==> config.mk <==
export PLATFORM = sky130hd
export DESIGN_NAME = trig_tag_unit
export DESIGN_NICKNAME = d
export VERILOG_FILES = /design/src/rtl/trig_pkg.sv /design/src/rtl/strobe_sync.sv /design/src/rtl/tag_queue.sv /design/src/rtl/holdoff_ctl.sv /design/src/rtl/trig_tag_unit.sv
export SDC_FILE = /design/constraint.sdc
export NUM_CORES = 1
export LEC_CHECK = 0
export ABC_AREA = 1
export CORE_ASPECT_RATIO = 0.7
export CORE_MARGIN = 3
export CORE_UTILIZATION = 35
export CTS_CLUSTER_SIZE = 8
export DETAILED_ROUTE_END_ITERATION = 6
export PLACE_DENSITY = 0.76
export SLEW_MARGIN = 30
export SYNTH_ARGS = -nofsm -noshare
export SYNTH_HDL_FRONTEND = slang
export SYNTH_SLANG_ARGS = --single-unit
export TNS_END_PERCENT = 50
==> constraint.sdc <==
create_clock -name clk -period 2.1 [get_ports clk]
set_input_delay 0.63 -clock clk [delete_from_list [all_inputs] [get_ports clk]]
set_output_delay 0.63 -clock clk [all_outputs]
set_load 0.1 [all_outputs]
==> src/rtl/trig_pkg.sv <==
package trig_pkg;
  parameter int TAG_W_DEF   = 4;
  parameter int TAG_LSB_DEF = 12;

  // true when the buffer level has reached half of its capacity
  function automatic logic lvl_at_half(int unsigned level, int unsigned cap);
    return (level * 2) >= cap;
  endfunction
endpackage

==> src/rtl/strobe_sync.sv <==
module strobe_sync (
  input  logic clk,
  input  logic rst_n,
  input  logic strobe_async,
  output logic strobe_rise
);
  logic [1:0] sync_q;
  logic       last_q;

  always_ff @(posedge clk or negedge rst_n) begin
    if (!rst_n) begin
      sync_q <= '0;
      last_q <= 1'b0;
    end else begin
      sync_q <= {sync_q[0], strobe_async};
      last_q <= sync_q[1];
    end
  end

  assign strobe_rise = sync_q[1] & ~last_q;

  assert_single_rise_R2: assert property (@(posedge clk) disable iff (!rst_n)
    strobe_rise |=> !strobe_rise);
endmodule

==> src/rtl/tag_queue.sv <==
module tag_queue #(
  parameter int TAG_W = 4,
  parameter int DEPTH = 4
) (
  input  logic             clk,
  input  logic             rst_n,
  input  logic             push_req,
  input  logic [TAG_W-1:0] tag_in,
  input  logic             pop_req,
  output logic [TAG_W-1:0] head_tag,
  output logic             not_empty,
  output logic             full,
  output logic             overrun
);
  localparam int PTR_W = (DEPTH > 1) ? $clog2(DEPTH) : 1;
  localparam int CNT_W = $clog2(DEPTH + 1);

  logic [TAG_W-1:0] mem [DEPTH];
  logic [PTR_W-1:0] wr_ptr, rd_ptr;
  logic [CNT_W-1:0] count;
  logic             overrun_q;
  logic             push_ok, pop_ok, push_drop;

  function automatic logic [PTR_W-1:0] ptr_next(logic [PTR_W-1:0] p);
    return (32'(p) == DEPTH - 1) ? '0 : p + 1'b1;
  endfunction

  assign full      = (32'(count) == DEPTH);
  assign not_empty = (count != '0);
  assign push_ok   = push_req & ~full;
  assign push_drop = push_req & full;
  assign pop_ok    = pop_req & not_empty;
  assign head_tag  = mem[rd_ptr];
  assign overrun   = overrun_q;

  always_ff @(posedge clk) begin
    if (push_ok) mem[wr_ptr] <= tag_in;
  end

  always_ff @(posedge clk or negedge rst_n) begin
    if (!rst_n) begin
      wr_ptr    <= '0;
      rd_ptr    <= '0;
      count     <= '0;
      overrun_q <= 1'b0;
    end else begin
      if (push_ok) wr_ptr <= ptr_next(wr_ptr);
      if (pop_ok)  rd_ptr <= ptr_next(rd_ptr);
      case ({push_ok, pop_ok})
        2'b10:   count <= count + 1'b1;
        2'b01:   count <= count - 1'b1;
        default: count <= count;
      endcase
      if (push_drop) overrun_q <= 1'b1;
    end
  end

  assert_overrun_flag_R7: assert property (@(posedge clk) disable iff (!rst_n)
    (push_req && full) |=> overrun);
  assert_overrun_sticky_R7: assert property (@(posedge clk) disable iff (!rst_n)
    overrun |=> overrun);
  assert_empty_pop_ignored_R5: assert property (@(posedge clk) disable iff (!rst_n)
    (pop_req && !not_empty && !push_req) |=> !not_empty);
  assert_count_bound_R6: assert property (@(posedge clk) disable iff (!rst_n)
    32'(count) <= DEPTH);
endmodule

==> src/rtl/holdoff_ctl.sv <==
module holdoff_ctl #(
  parameter int LVL_W   = 9,
  parameter int BUF_CAP = 256
) (
  input  logic             clk,
  input  logic             rst_n,
  input  logic [LVL_W-1:0] level,
  input  logic             ovf_in,
  input  logic             queue_full,
  output logic             holdoff
);
  logic sticky_q, holdoff_q, level_high;

  assign level_high = trig_pkg::lvl_at_half(32'(level), BUF_CAP);

  always_ff @(posedge clk or negedge rst_n) begin
    if (!rst_n) begin
      sticky_q  <= 1'b0;
      holdoff_q <= 1'b0;
    end else begin
      if (ovf_in) sticky_q <= 1'b1;
      holdoff_q <= sticky_q | ovf_in | queue_full | level_high;
    end
  end

  assign holdoff = holdoff_q;

  assert_level_holdoff_R8: assert property (@(posedge clk) disable iff (!rst_n)
    level_high |=> holdoff);
  assert_full_holdoff_R9: assert property (@(posedge clk) disable iff (!rst_n)
    queue_full |=> holdoff);
  assert_ovf_holdoff_R10: assert property (@(posedge clk) disable iff (!rst_n)
    ovf_in |=> holdoff);
  assert_sticky_stays_R10: assert property (@(posedge clk) disable iff (!rst_n)
    sticky_q |=> (sticky_q && holdoff));
endmodule

==> src/rtl/trig_tag_unit.sv <==
module trig_tag_unit #(
  parameter int WORD_W  = 32,
  parameter int TAG_W   = trig_pkg::TAG_W_DEF,
  parameter int TAG_LSB = trig_pkg::TAG_LSB_DEF,
  parameter int QDEPTH  = 4,
  parameter int LVL_W   = 9,
  parameter int BUF_CAP = 256
) (
  input  logic              clk,
  input  logic              rst_n,
  input  logic              trig_strobe,
  input  logic [TAG_W-1:0]  trig_tag_in,
  input  logic [LVL_W-1:0]  buf_level,
  input  logic              buf_overflow,
  input  logic              rd_start,
  input  logic [WORD_W-1:0] word_in,
  output logic [WORD_W-1:0] hdr_word_out,
  output logic              evt_ready,
  output logic              tag_overrun,
  output logic              holdoff
);
  localparam logic [WORD_W-1:0] FIELD_MASK = ((WORD_W'(1) << TAG_W) - 1) << TAG_LSB;

  logic             strobe_rise;
  logic [TAG_W-1:0] head_tag;
  logic             q_full;

  function automatic logic [WORD_W-1:0] put_tag(logic [WORD_W-1:0] w, logic [TAG_W-1:0] t);
    logic [WORD_W-1:0] r;
    r = w;
    r[TAG_LSB +: TAG_W] = t;
    return r;
  endfunction

  strobe_sync u_sync (
    .clk(clk), .rst_n(rst_n), .strobe_async(trig_strobe), .strobe_rise(strobe_rise)
  );

  tag_queue #(.TAG_W(TAG_W), .DEPTH(QDEPTH)) u_queue (
    .clk(clk), .rst_n(rst_n), .push_req(strobe_rise), .tag_in(trig_tag_in),
    .pop_req(rd_start), .head_tag(head_tag), .not_empty(evt_ready),
    .full(q_full), .overrun(tag_overrun)
  );

  holdoff_ctl #(.LVL_W(LVL_W), .BUF_CAP(BUF_CAP)) u_hold (
    .clk(clk), .rst_n(rst_n), .level(buf_level), .ovf_in(buf_overflow),
    .queue_full(q_full), .holdoff(holdoff)
  );

  assign hdr_word_out = evt_ready ? put_tag(word_in, head_tag) : word_in;

  assert_merge_field_R3: assert property (@(posedge clk) disable iff (!rst_n)
    ((hdr_word_out ^ word_in) & ~FIELD_MASK) == '0);
  assert_empty_passthru_R3: assert property (@(posedge clk) disable iff (!rst_n)
    !evt_ready |-> (hdr_word_out == word_in));
endmodule

==> metrics.cfg, run 1 <==
[run_status]
outcome = finished, final reports clean

[clock_tree]
postCtsHoldBufs = 0
cts.sinks = 29
clk_latency_ns = 0.28
cts_buffers = 5
cts_buffer_depth = 2
cts_root_buf = clkbuf_8
clkSlewWorstSetupHoldPaths_ns = 0.05
htreeDepth = 2
tritoncts = built

[global_routing]
grt_overflow = 0
track_usage_pct = 10.72
grt_pass1_wl_mm = 4.416
antenna_found_initial = 0
grt_pass1_vias = 979
grt_max_degree = 14

[critical_path]
critPathMaxStageDelay_ns = 0.46
crit_fanout = 1
critPathCaptureType = output port
arrival_ns = 1.42
slowest_stage = clkdlybuf4s50_1
path_cells = clkdlybuf4s50_1 -> nand2_1 -> nand2_1 -> buf_12
worstSetupStartpointType = primary input
crit_top_cell = nand2_1
critPathRequiredTime_ns = 1.47
crit_type = in -> out

[floorplan]
die_x_um = 86.95
start_util_pct = 38.59
coreArea_mm2 = 0.004160
fp.dieArea_mm2 = 0.005448
die-height_um = 62.66
fp-row-count = 19
io_pins = 85

[power_and_ir_drop]
power_leakage_nw = 0.9061
netSwitchingFraction_pct = 46.92
clkPwrFrac_pct = 14.6
internal-power_w = 0.001664
power.switching_w = 0.001471
ir_drop_mv = 1.055
seq_power_share_pct = 26.4
pwr-share-comb_pct = 59.0
power_density_mw_per_mm2 = 1649

[timing]
tightest_slew_ns = 0.5649
grt_setup_unrepaired = no
final-setup-viol-count = 0
tns_ns = 0
fmax_mhz = 487.4
slew_violations = 0
slew_headroom_pct = 62.22
finalHoldViolCount = 0
finalClockSkew_ns = 0.004103
layout_min_cycle_time_ns = 2.052
period_share_pct = 97.70
hold_ws_ns = 0.3514
setup_ws_ns = 0.04823

[final_layout]
final_cell_mix = 37 x nand2_1, 29 x inv_1, 16 x edfxtp_1
syn2layout_area_growth_pct = 18.39
antennaDiodeCount = 0
fillers = 390
final_common_cell = nand2_1
drive_gt1_share_pct = 23.33
stdcell_area_mm2 = 0.001901
fin_cells = 232
nets = 236

[placed_design]
dp_slack_ns = -0.2042
gp_congestion = 0.7463
placed_cells = 221
dp_hpwl_mm = 1.900
dpl_cell_area_mm2 = 0.001772
portBuffers = 21

[run]
maxCapViolCount = 0

[routing]
drc = 0
ant_nets = 0
wirelength_mm = 2.526
first_iter_violations = 46
dr.pass1.iters = 4
wl_per_cell_um = 10.89
vias_per_cell = 4.216
vias = 978

[synthesis]
netlist_instances = 172
ys_types = 22
yosysTopAreaCellShare_pct = 29.93
yosysSeqAreaShare_pct = 50.19
syn_area_mm2 = 0.001605
synth_area_leaders = edfxtp_1 30%, dfrtp_1 20%, buf_4 13%, nand2_1 9.4%, inv_1 7.2%
synthesis.nets = 229
synthDominantAreaCellType = edfxtp_1
ys_ff_latch = 29
yosysWarnings = 0
syn-mean-instance-area_um2 = 9.333

[min_path]
hold_path_class = reg -> reg

## power by group through the flow
| stage | sequential (W) | combinational [W] | clock [W] |
|---|---|---|---|
| final | 0.000827 | 0.00185 | 0.000458 |
| after floorplan | 0.000876 | 0.00139 | 0 |
| after global placement | 0.000828 | 0.00177 | 0 |
| after detailed placement | 0.000833 | 0.00180 | 0 |
| after global routing | 0.000842 | 0.00200 | 0.000495 |
| after CTS | 0.000823 | 0.00183 | 0.000470 |
## cells by family after synthesis
family,Yosys count,synth area share (%)
AOI/OAI and AO/OA,4,1.714
xor gates and xnor gates,2,1.091
adders and majority gates,7,5.924
buffers and inverters,63,21.75
DFF,29,50.19
and+or+nand+nor,67,19.33
## state kept, by name, summed over array words and instances, names as in the netlist
register and count:
u_queue.overrun 1, u_hold.sticky_q 1, u_hold.holdoff 1, u_queue.count 3, u_queue.rd_ptr 2, u_sync.sync_q 2
u_queue.mem 16, u_queue.wr_ptr 2, u_sync.last_q 1
## cells in the mapped netlist
library cell / number
or2_0: 1
inv_1: 31
ha_1: 6
edfxtp_1: 16
xnor2_1: 1
o21ai_0: 1
buf_4: 28
o21ai_2: 1
nand2_1: 40
nor2_4: 1
nor2_1: 6
xor2_1: 1
inv_2: 3
nand3_1: 11
nand2_4: 3
buf_6: 1
a31o_2: 1
nor2_2: 1
fa_1: 1
dfrtp_1: 13
o21ai_1: 1
nand2_2: 4
## area by class of cell
cell class,instances,area (um^2),share of cell area (%)
repair buffers,29,346.6,18.24
inverters,34,130.1,6.847
flip-flops and latches,29,805.8,42.40
clock buffers,8,90.09,4.740
well taps,52,65.06,3.423
multi-input cells,80,462.9,24.36
## worst paths after layout
check | startpoint | endpoint | slack [ns] | cells after the start
max in group asynchronous | rst_n | u_sync.last_q | 1.01 | 1
setup reg to reg | u_queue.count[1] | u_queue.count[2] | 0.18 | 10
min in group asynchronous | rst_n | u_queue.count[2] | 0.72 | 1
hold reg to reg | u_sync.sync_q[0] | u_sync.sync_q[1] | 0.35 | 0
setup / recovery | word_in[15] | hdr_word_out[15] | 0.05 | 4
hold / removal | u_sync.sync_q[0] | u_sync.sync_q[1] | 0.35 | 0
## per-stage QoR
step | total power (W) | utilization, %
finish | 0.003135 | 45.68
global placement | 0.002593 | 42.59
CTS | 0.003120 | 44.99
floorplan | 0.002271 | -
detailed placement | 0.002629 | 42.59
global route | 0.003334 | 45.68
## per-layer routing
layer	vias up	global-route usage (%)	share of wire, %
li1	506	-	-
met1	438	13.39	45
met2	28	15.63	47
met3	6	3.821	7.0
met4	0	6.615	1.6
met5	-	0	0
## worst max-delay path, delay by kind of cell
kind | cells | cell delay (ns)
buffers and inverters | 2 | 0.64
and+or+nand+nor | 2 | 0.15
## timing repair
item	4_1_cts	5_1_grt
gates resized for setup	1	7
cloned	0	0
pin swaps	2	2
setup endpoints to repair	4	5
setup buffers	1	2
No activity file was read; power rests on OpenSTA's default activity.
==> run 2, diff against run 1 <==
--- a/config.mk
+++ b/config.mk
@@ -6,11 +6,13 @@
 export NUM_CORES = 1
 export LEC_CHECK = 0
 export ABC_AREA = 1
+export CAP_MARGIN = 5
 export CORE_ASPECT_RATIO = 0.7
 export CORE_MARGIN = 3
 export CORE_UTILIZATION = 35
 export CTS_CLUSTER_SIZE = 8
 export DETAILED_ROUTE_END_ITERATION = 6
+export GPL_ROUTABILITY_DRIVEN = 0
 export PLACE_DENSITY = 0.76
 export SLEW_MARGIN = 30
 export SYNTH_ARGS = -nofsm -noshare
==> results of run 2 <==
The final DEF is identical to that of run 1; final timing and power are the same.
==> run 3, diff against run 2 <==
--- a/config.mk
+++ b/config.mk
@@ -7,12 +7,14 @@
 export LEC_CHECK = 0
 export ABC_AREA = 1
 export CAP_MARGIN = 5
-export CORE_ASPECT_RATIO = 0.7
+export CORE_ASPECT_RATIO = 1.2
 export CORE_MARGIN = 3
 export CORE_UTILIZATION = 35
+export CTS_CLUSTER_DIAMETER = 40
 export CTS_CLUSTER_SIZE = 8
 export DETAILED_ROUTE_END_ITERATION = 6
 export GPL_ROUTABILITY_DRIVEN = 0
+export HOLD_SLACK_MARGIN = 0.15
 export PLACE_DENSITY = 0.76
 export SLEW_MARGIN = 30
 export SYNTH_ARGS = -nofsm -noshare
==> run 3 against run 2 <==
Against the previous run:
- global-route usage grew 0.77 points
- wire length increased by 4.5%
- clock skew grew 0.0056 ns
- final cell count rose by 0.86%
- clock power down 9.2%
- via count grew 2.7%
- register-to-register slack is essentially flat
- combinational power hardly changed
- worst hold slack gained 0.0020 ns
- total power shrank 2.3%
- flip-flop and latch count unchanged
- largest cell class unchanged
==> metrics.cfg, run 3 (same netlist as run 1, synthesis figures left out) <==
[routing]
ant_nets = 0  ; unchanged
drc = 0  ; unchanged
vias_per_cell = 4.291  ; was 4.216
wl_per_cell_um = 11.28  ; was 10.89 um
wirelength_mm = 2.640  ; was 2.526 mm
dr.pass1.iters = 4  ; unchanged
vias = 1004  ; was 978
first_iter_violations = 8  ; was 46

[floorplan]
fp-row-count = 26  ; was 19
start_util_pct = 37.10  ; was 38.59%
fp.dieArea_mm2 = 0.005439  ; was 0.005448 mm^2
die-height_um = 80.19  ; was 62.66 um
io_pins = 85  ; unchanged
die_x_um = 67.83  ; was 86.95 um
coreArea_mm2 = 0.004327  ; was 0.004160 mm^2

[timing]
tightest_slew_ns = 0.5642  ; was 0.5649 ns
period_share_pct = 97.32  ; was 97.70%
slew_headroom_pct = 62.27  ; was 62.22%
layout_min_cycle_time_ns = 2.044  ; was 2.052 ns
slew_violations = 0  ; unchanged
fmax_mhz = 489.3  ; was 487.4 MHz
finalClockSkew_ns = 0.009715  ; was 0.004103 ns
final-setup-viol-count = 0  ; unchanged
finalHoldViolCount = 0  ; unchanged
grt_setup_unrepaired = no  ; unchanged

[placed_design]
dp_hpwl_mm = 2.108  ; was 1.900 mm
portBuffers = 21  ; unchanged
dpl_cell_area_mm2 = 0.001762  ; was 0.001772 mm^2

[final_layout]
syn2layout_area_growth_pct = 16.91  ; was 18.39%
nets = 234  ; was 236
top_register = u_queue.mem  ; unchanged
fin_util_pct = 43.38  ; was 45.68%
final_cell_mix = 37 x nand2_1, 30 x inv_1, 16 x edfxtp_1  ; was 37 x nand2_1, 29 x inv_1, 16 x edfxtp_1
largest_register_ffs = 16  ; unchanged
antennaDiodeCount = 0  ; unchanged
drive_gt1_share_pct = 21.91  ; was 23.33%
stdcell_area_mm2 = 0.001877  ; was 0.001901 mm^2
final_common_cell = nand2_1  ; unchanged
fillers = 399  ; was 390
top_regs = u_queue.mem (16), u_queue.count (3)  ; unchanged

[clock_tree]
cts.sinks = 29  ; unchanged
cts_buffer_depth = 2  ; unchanged
clk_latency_ns = 0.28  ; about the same
clkSlewWorstSetupHoldPaths_ns = 0.05  ; about the same
htreeDepth = 2  ; unchanged
cts_root_buf = clkbuf_8  ; unchanged
tritoncts = built  ; unchanged
cts_buffers = 5  ; unchanged

[critical_path]
reg2reg_from = u_queue.count[0]  ; was u_queue.count[1]
crit_type = in -> out  ; unchanged
reg2reg_slack_ns = 0.18  ; about the same
worstSetupStartpointType = primary input  ; unchanged
r2r_end = u_queue.count[2]  ; unchanged
critPathRequiredTime_ns = 1.47  ; about the same
critPathCaptureType = output port  ; unchanged
r2r_cells = 10  ; unchanged
crit_fanout = 1  ; unchanged
arrival_ns = 1.41  ; was 1.42 ns

[global_routing]
grt_max_degree = 14  ; unchanged
grt_overflow = 0  ; unchanged
track_usage_pct = 11.49  ; was 10.72%
grt_pass1_vias = 983  ; was 979
grt_pass1_wl_mm = 4.505  ; was 4.416 mm
antenna_found_initial = 0  ; unchanged

[min_path]
whs_endpoint = u_sync.sync_q[1]  ; unchanged
min_path_cells = 0  ; unchanged
hp-start = u_sync.sync_q[0]  ; unchanged
hold_path_class = reg -> reg  ; unchanged

[power_and_ir_drop]
ir_drop_mv = 0.7496  ; was 1.055 mV
power.total_w = 0.003062  ; was 0.003135 W
power_density_mw_per_mm2 = 1631  ; was 1649 mW/mm^2
power_leakage_nw = 0.8948  ; was 0.9061 nW

[run_status]
outcome = finished, final reports clean  ; unchanged

[run]
maxCapViolCount = 0  ; unchanged

run 3: how the worst max path moves through the flow:
stage                startpoint               end  slack (ns)
2_1_floorplan  u_queue.count[1]  hdr_word_out[14]       -0.16
3_3_place_gp           rd_start  u_queue.count[2]       -0.19
3_5_place_dp           rd_start  u_queue.count[2]       -0.22
4_1_cts        u_queue.count[0]  hdr_word_out[15]        0.03
5_1_grt        u_queue.count[1]  hdr_word_out[13]       0.005
6_report            word_in[14]  hdr_word_out[14]        0.06
run 3: stage by stage:
step           TNS [ns]  setup WS (ns)  hold slack (ns)  std cells
3_5_place_dp    -0.3245        -0.2162           0.3386        223
5_1_grt               0       0.005130           0.3678        234
4_1_cts               0        0.02954           0.3556        232
2_1_floorplan   -0.3102        -0.1551           0.3312        172
6_report              0        0.05631           0.3534        234
3_3_place_gp    -0.2465        -0.1887           0.3382        223
run 3: what timing repair did:
action,in CTS,in global routing
endpoints found under the setup margin,2,5
setup buffers,1,2
resized for setup,1,5
pin swaps,1,1
hold endpoints to repair,0,0
hold buffers,0,0
gates cloned,0,0
run 3: worst max-delay path, cell delays in order:
cell,delay (ns)
clkdlybuf4s50_1,0.45
nand2_1,0.05
nand2_1,0.10
buf_12,0.18
run 3: per-layer routing:
| metal | vias up | routed length [um] | global-route usage, % | part of all wire, % |
|---|---|---|---|---|
| li1 | 503 | - | - | - |
| met1 | 456 | 951 | 11.78 | 36 |
| met2 | 21 | 1300 | 18.01 | 49 |
| met3 | 24 | 176 | 3.077 | 6.7 |
| met4 | 0 | 211 | 11.53 | 8.0 |
| met5 | - | 0 | 0 | 0 |
run 3: power by group:
part / internal, W / switching (W) / total (W)
registers: 0.000722 / 0.0000998 / 0.000822
logic: 0.000663 / 0.00116 / 0.00182
clock network: 0.000231 / 0.000185 / 0.000416
run 3: layout make-up:
type | count | area (um^2) | area share, %
Multi-Input combinational cell | 80 | 457.9 | 24.40
Tap cell | 56 | 70.07 | 3.733
Clock inverter | 1 | 5.005 | 0.2667
Clock buffer | 7 | 76.32 | 4.067
Inverter | 34 | 127.6 | 6.800
Sequential cell | 29 | 808.3 | 43.07
Timing Repair Buffer | 27 | 331.6 | 17.67
